<file path="config.mk">
export PLATFORM = sky130hd
export DESIGN_NAME = mv_dst_unit
export DESIGN_NICKNAME = d
export VERILOG_FILES = /design/src/rtl/mv_dst_unit.sv
export SDC_FILE = /design/constraint.sdc
export NUM_CORES = 1
export LEC_CHECK = 0
export CAP_MARGIN = 20
export CORE_MARGIN = 1.5
export CORE_UTILIZATION = 55
export CTS_CLUSTER_SIZE = 40
export DETAILED_ROUTE_END_ITERATION = 10
export DONT_BUFFER_PORTS = 1
export GPL_TIMING_DRIVEN = 0
export PLACE_DENSITY = 0.79
export SYNTH_ARGS = -nofsm -noshare
export SYNTH_HDL_FRONTEND = slang
export SYNTH_SLANG_ARGS = --single-unit
</file>
<file path="constraint.sdc">
create_clock -name clk -period 5.7 [get_ports clk]
set_input_delay 1.14 -clock clk [delete_from_list [all_inputs] [get_ports clk]]
set_output_delay 1.14 -clock clk [all_outputs]
set_load 0.005 [all_outputs]
</file>
<file path="src/rtl/mv_dst_unit.sv">
module mv_dst_unit #(
  parameter int ACC_N = 16,
  parameter int PFX_N = 8
) (
  input  logic        clk,
  input  logic        rst_n,
  input  logic        valid,
  input  logic [6:0]  dst_code,
  input  logic [15:0] src_data,
  input  logic        src_wide,
  output logic        mem_we,
  output logic [15:0] mem_addr,
  output logic [15:0] mem_wdata,
  output logic        illegal,
  input  logic [3:0]  acc_rsel,
  output logic [15:0] acc_rdata,
  output logic [3:0]  ap_o,
  output logic [15:0] sp_o,
  output logic [15:0] lc0_o,
  output logic [15:0] lc1_o,
  output logic [15:0] dp0_o,
  output logic [15:0] dp1_o,
  output logic [15:0] bp_o,
  output logic [7:0]  offs_o,
  output logic [15:0] gr_o
);
  localparam int AW = $clog2(ACC_N);

  typedef enum logic [3:0] {
    K_BAD, K_NUL, K_ACC, K_AP, K_PFX, K_PUSH, K_SP, K_LC,
    K_BPM, K_OFFS, K_GR, K_GRL, K_GRH, K_BP, K_DPM, K_DP
  } kind_t;

  logic [15:0] acc_q [ACC_N];
  logic [7:0]  pfx_q [PFX_N];
  logic [AW-1:0] ap_q;
  logic [15:0] sp_q, lc0_q, lc1_q, dp0_q, dp1_q, bp_q, gr_q;
  logic [7:0]  offs_q;
  logic        ext_q, hb_q;

  logic [2:0]  up;
  logic [3:0]  lo;
  kind_t       kind;
  logic [AW-1:0] acc_idx;
  logic        sel;
  logic [1:0]  step;
  logic [15:0] wide_val, dp_cur, dp_nx, sp_nx;
  logic [7:0]  offs_nx;

  assign up = dst_code[6:4];
  assign lo = dst_code[3:0];

  always_comb begin
    kind    = K_BAD;
    acc_idx = '0;
    sel     = 1'b0;
    step    = 2'b00;
    if (ext_q) begin
      if (lo == 4'b1001) begin
        kind    = K_ACC;
        acc_idx = AW'({1'b1, up});
      end else if (dst_code == 7'b0011110) begin
        kind = K_GRH;
      end
    end else begin
      case (lo)
        4'b0110: if (up == 3'd7) kind = K_NUL;
        4'b1000: if (up == 3'd0) kind = K_AP;
        4'b1001: begin
          kind    = K_ACC;
          acc_idx = AW'({1'b0, up});
        end
        4'b1010: if (up == 3'd0) begin
          kind    = K_ACC;
          acc_idx = ap_q;
        end
        4'b1011: kind = K_PFX;
        4'b1101: begin
          case (up)
            3'd0: kind = K_PUSH;
            3'd1: kind = K_SP;
            3'd6, 3'd7: begin
              kind = K_LC;
              sel  = up[0];
            end
            default: kind = K_BAD;
          endcase
        end
        4'b1110: begin
          case (up)
            3'd0: kind = K_BPM;
            3'd1: begin kind = K_BPM; step = 2'b01; end
            3'd2: begin kind = K_BPM; step = 2'b10; end
            3'd3: kind = K_OFFS;
            3'd5: kind = K_GR;
            3'd6: kind = K_GRL;
            3'd7: kind = K_BP;
            default: kind = K_BAD;
          endcase
        end
        4'b1111: begin
          sel  = up[2];
          kind = (up[1:0] == 2'b11) ? K_DP : K_DPM;
          step = (up[1:0] == 2'b11) ? 2'b00 : up[1:0];
        end
        default: kind = K_BAD;
      endcase
    end
  end

  assign wide_val = src_wide ? src_data
                             : {(hb_q ? pfx_q[0] : 8'h00), src_data[7:0]};

  assign dp_cur  = sel ? dp1_q : dp0_q;
  assign dp_nx   = (step == 2'b01) ? dp_cur + 16'd1 :
                   (step == 2'b10) ? dp_cur - 16'd1 : dp_cur;
  assign offs_nx = (step == 2'b01) ? offs_q + 8'd1 :
                   (step == 2'b10) ? offs_q - 8'd1 : offs_q;
  assign sp_nx   = sp_q + 16'd1;

  assign mem_we    = valid && (kind == K_PUSH || kind == K_BPM || kind == K_DPM);
  assign mem_addr  = (kind == K_PUSH) ? sp_nx :
                     (kind == K_BPM)  ? bp_q + {8'h00, offs_nx} : dp_nx;
  assign mem_wdata = wide_val;
  assign illegal   = valid && (kind == K_BAD);

  always_ff @(posedge clk) begin
    if (!rst_n) begin
      for (int i = 0; i < ACC_N; i++) acc_q[i] <= '0;
      for (int i = 0; i < PFX_N; i++) pfx_q[i] <= '0;
      ap_q   <= '0;
      sp_q   <= '0;
      lc0_q  <= '0;
      lc1_q  <= '0;
      dp0_q  <= '0;
      dp1_q  <= '0;
      bp_q   <= '0;
      gr_q   <= '0;
      offs_q <= '0;
      ext_q  <= 1'b0;
      hb_q   <= 1'b0;
    end else if (valid) begin
      ext_q <= (kind == K_PFX) && (up != 3'd0);
      hb_q  <= (kind == K_PFX) && (up == 3'd0);
      case (kind)
        K_ACC:  acc_q[acc_idx] <= wide_val;
        K_AP:   ap_q <= src_data[AW-1:0];
        K_PFX:  pfx_q[up] <= src_data[7:0];
        K_PUSH: sp_q <= sp_nx;
        K_SP:   sp_q <= wide_val;
        K_LC:   if (sel) lc1_q <= wide_val; else lc0_q <= wide_val;
        K_BPM:  offs_q <= offs_nx;
        K_OFFS: offs_q <= src_data[7:0];
        K_GR:   gr_q <= wide_val;
        K_GRL:  gr_q[7:0] <= src_data[7:0];
        K_GRH:  gr_q[15:8] <= src_data[7:0];
        K_BP:   bp_q <= wide_val;
        K_DPM:  if (sel) dp1_q <= dp_nx; else dp0_q <= dp_nx;
        K_DP:   if (sel) dp1_q <= wide_val; else dp0_q <= wide_val;
        default: ;
      endcase
    end
  end

  assign acc_rdata = acc_q[acc_rsel];
  assign ap_o   = ap_q;
  assign sp_o   = sp_q;
  assign lc0_o  = lc0_q;
  assign lc1_o  = lc1_q;
  assign dp0_o  = dp0_q;
  assign dp1_o  = dp1_q;
  assign bp_o   = bp_q;
  assign offs_o = offs_q;
  assign gr_o   = gr_q;
endmodule

</file>
==> impl_metrics.csv <==
group,metric,value,unit
place,placed_cells,2254,
sta,fmax,178.2,MHz
clocking,clock_sinks,390,
place,place_area,0.02049,sq mm
detailed_routing,ant_nets,0,
sta,slew_headroom,0.07913,
global_routing,first_global_vias,15455,
die,row_count,69,
job,max_cap_viol_count,0,
die,die_area,0.03735,sq mm
sta,final_hold_viol_count,0,
finish,final_cells,2337,
clocking,cts_buffers,41,
detailed_routing,viasPerCell,6.840,
die,io_pins,205,
clocking,cts_tree,"yes",
setup_path,worstPathArrival,4.47,ns
detailed_routing,routed_wirelength,65890,microns
setup_path,criticalPathCategory,"input pin to primary output",
yosys,synthCells,1793,
pwr,power_leakage,8.267,nW
yosys,synthAdderAreaFrac,0.009174,
yosys,synth_edf_count,264,
yosys,synth-main-ff-cell,"edfxtp_1",
yosys,synth-simple-area-share,0.1761,
pwr,powerDensity,277.0,mW/mm^2
global_routing,antenna_found_initial,4,
yosys,synthMuxAreaShare,0.1294,
finish,fillers,2757,
global_routing,grt_max_degree,17,
die,core-area,0.03557,sq mm
die,die_h,193.3,microns
yosys,synthArstFlopShare,0,
yosys,syn-cell-area,0.01991,sq mm
clocking,htree_levels,2,
sta,tightest_slew,1.381,ns
pwr,vdd_ir_drop_max,325.8,uV
yosys,seq_area_frac_synth,0.5248,
place,place.gp.congestion,0.9829,
pwr,p_switching,1.491,mW
clocking,cts.reportedPaths.clkPinSlew,0.06,ns
place,port_buffers,0,
setup_path,worst_setup_path_start_kind,"input pin",
clocking,clk_latency,0.59,ns
detailed_routing,drtIter0Drc,2135,
global_routing,grt_first_pass_wirelength,98070,microns
yosys,ys_warn_count,0,
sta,setup_tns,0,ns
finish,final_cell_mix,"nor2_1 (276), edfxtp_1 (264), and3_1 (135), dfxtp_1 (126), clkbuf_1 (125)",
hold_path,hold_class,"flip-flop to flip-flop",
clocking,clockRootBuffer,"clkbuf_16",
pwr,p_seq_frac,0.505,
setup_path,crit_required,4.56,ns
yosys,synth_top_family_by_area,"simple AND/OR/NAND/NOR gates",
sta,fin_crit,5.613,ns
setup_path,crit_start,"dst_code[5]",
finish,fin_area,0.02210,sq mm
pwr,finalPower,6.122,mW
global_routing,grtUsageTotal,0.3477,
die,start_util,0.5598,
setup_path,r2r_start,"ext_q",
setup_path,worstRegToRegCells,7,
setup_path,end_kind,"primary output",
die,die_w,193.3,microns
finish,final_nets,1891,
yosys,synth-xor-area-share,0.02155,
clocking,clockBufferDepth,3,
yosys,synth_fp_nets,1838,
yosys,ys_ff_latch,390,
global_routing,grt-ovfl-total,0,
setup_path,rrSetupSlack,1.36,ns
detailed_routing,drt_first_pass_iters,5,
sta,setup_viol_count_final,0,
sta,finalMaxSlewViolations,0,
pwr,power.share.switching,0.2435,
yosys,syn-mean-instance-area,11.11,sq um
detailed_routing,vias,15985,
pwr,p_int,4.631,mW
detailed_routing,wl_per_cell,28.19,microns
sta,fin_skew,0.02589,ns
pwr,clockPowerShare,0.425,
finish,area_growth,10.98,%
finish,layout-drive-gt1-share,0.1435,
place,dp_hpwl,46520,microns
finish,final_common_cell,"nor2_1",
yosys,synth-compound-area-share,0.09633,
setup_path,critical_path.max_fanout,10,
setup_path,endpoint,"mem_addr[12]",
run_status,status,"completed",
setup_path,r2r_end,"acc_q[9][3]",
yosys,synth_cell_type_count,88,
detailed_routing,remaining_drc_errors,0,
pwr,p_comb_frac,0.070,
sta,fin_crit_sh,0.9847,
-- flip-flops by register name, indices dropped and copies added, names as in the netlist --
register,cells
offs_o,8
gr_o,16
bp_o,16
dp1_o,16
acc_q,256
lc1_o,16
dp0_o,16
ext_q,1
pfx_q,8
lc0_o,16
hb_q,1
sp_o,16
ap_o,4
-- kinds of logic after synthesis --
family,Yosys count
compound gates,282
fa+ha+maj,14
simple gates,708
mux,154
flops,390
buf+inv,196
xor+xnor,49
-- power groups by stage --
stage               combinational (mW)  sequential, mW  clock, mW
global route                     0.445            3.10       2.70
CTS                              0.411            3.09       2.59
finish                           0.430            3.09       2.60
detailed placement               0.407            3.15          0
floorplan                        0.270            3.14          0
global placement                 0.400            3.15          0
-- cell type report --
class                   count  area (sq um)  area share
diodes                      1         2.502   0.0001132
flip-flops and latches    390         10450      0.4729
repair buffers             10         82.58    0.003737
clock buffers              54          1137     0.05147
plain buffers             171         780.7     0.03533
inverters                  25         93.84    0.004246
well taps                 461         576.8     0.02610
clock inverters            18         127.6    0.005775
multi-input cells        1207          8847      0.4004
-- repair_timing --
action,in CTS,in global routing
setup buffers,4,5
hold buffers,0,0
resized for setup,21,44
endpoints found under the hold margin,0,0
pin swaps,5,10
setup endpoints to repair,12,10
-- layer usage --
metal	routed length, microns	share of wire	GRT usage	vias to the layer above
met5	12	0.00018	0	-
met4	4526	0.069	0.2013	2
met3	9586	0.15	0.1145	262
met2	28910	0.44	0.5188	1270
met1	22860	0.35	0.4458	7699
li1	-	-	-	6752
-- worst min path at each step --
stage	cells past startpoint	endpoint	startpoint	slack [ns]
CTS	2	hb_q	hb_q	0.49
global placement	2	hb_q	hb_q	0.47
floorplan	2	hb_q	hb_q	0.44
detailed placement	2	hb_q	hb_q	0.47
global route	2	hb_q	hb_q	0.53
finish	2	hb_q	hb_q	0.49
-- worst max-delay path, stage by stage --
cell and delay [ns]:
buf_2 0.16, buf_4 0.21, nor2b_4 0.26, nand3_4 0.14, or3_1 0.39, o41ai_4 0.30
buf_4 0.20, xnor2_2 0.09, ha_2 0.23, or3_1 0.39, a211oi_2 0.32, nor3_1 0.13
xor2_1 0.16, o22ai_1 0.27, a21oi_2 0.09
-- cell usage after synthesis (10+ instances only) --
cell | count | area share
a22oi_1 | 12 | 0.0045
nor3_1 | 26 | 0.0065
dfxtp_1 | 126 | 0.13
o22ai_1 | 13 | 0.0041
or3_1 | 11 | 0.0035
mux2i_1 | 68 | 0.034
edfxtp_1 | 264 | 0.40
xnor2_1 | 26 | 0.011
buf_1 | 10 | 0.0019
nand2b_1 | 11 | 0.0035
and3_1 | 136 | 0.043
nor2_1 | 278 | 0.052
buf_4 | 14 | 0.0053
nor4_1 | 10 | 0.0031
a211oi_1 | 43 | 0.016
mux4_2 | 81 | 0.092
buf_2 | 24 | 0.0060
o32ai_1 | 10 | 0.0044
and2_1 | 18 | 0.0057
a21oi_1 | 64 | 0.016
o21ai_0 | 59 | 0.015
nand4_1 | 10 | 0.0031
xor2_1 | 23 | 0.010
inv_1 | 25 | 0.0047
clkbuf_1 | 118 | 0.022
nand2_1 | 108 | 0.020
nand3_1 | 40 | 0.010
ha_1 | 13 | 0.0082
-- through the flow --
stage                     hold WS (ns)    util  worst slack (ns)
after global routing            0.5272  0.6212          -0.02112
final                           0.4903  0.6213           0.08731
after CTS                       0.4879  0.6146         -0.008315
after floorplan                 0.4450       -            0.3403
after detailed placement        0.4714  0.5760           -0.6758
after global placement          0.4685  0.5760           -0.6232
Power figures use the tool's default switching activity.
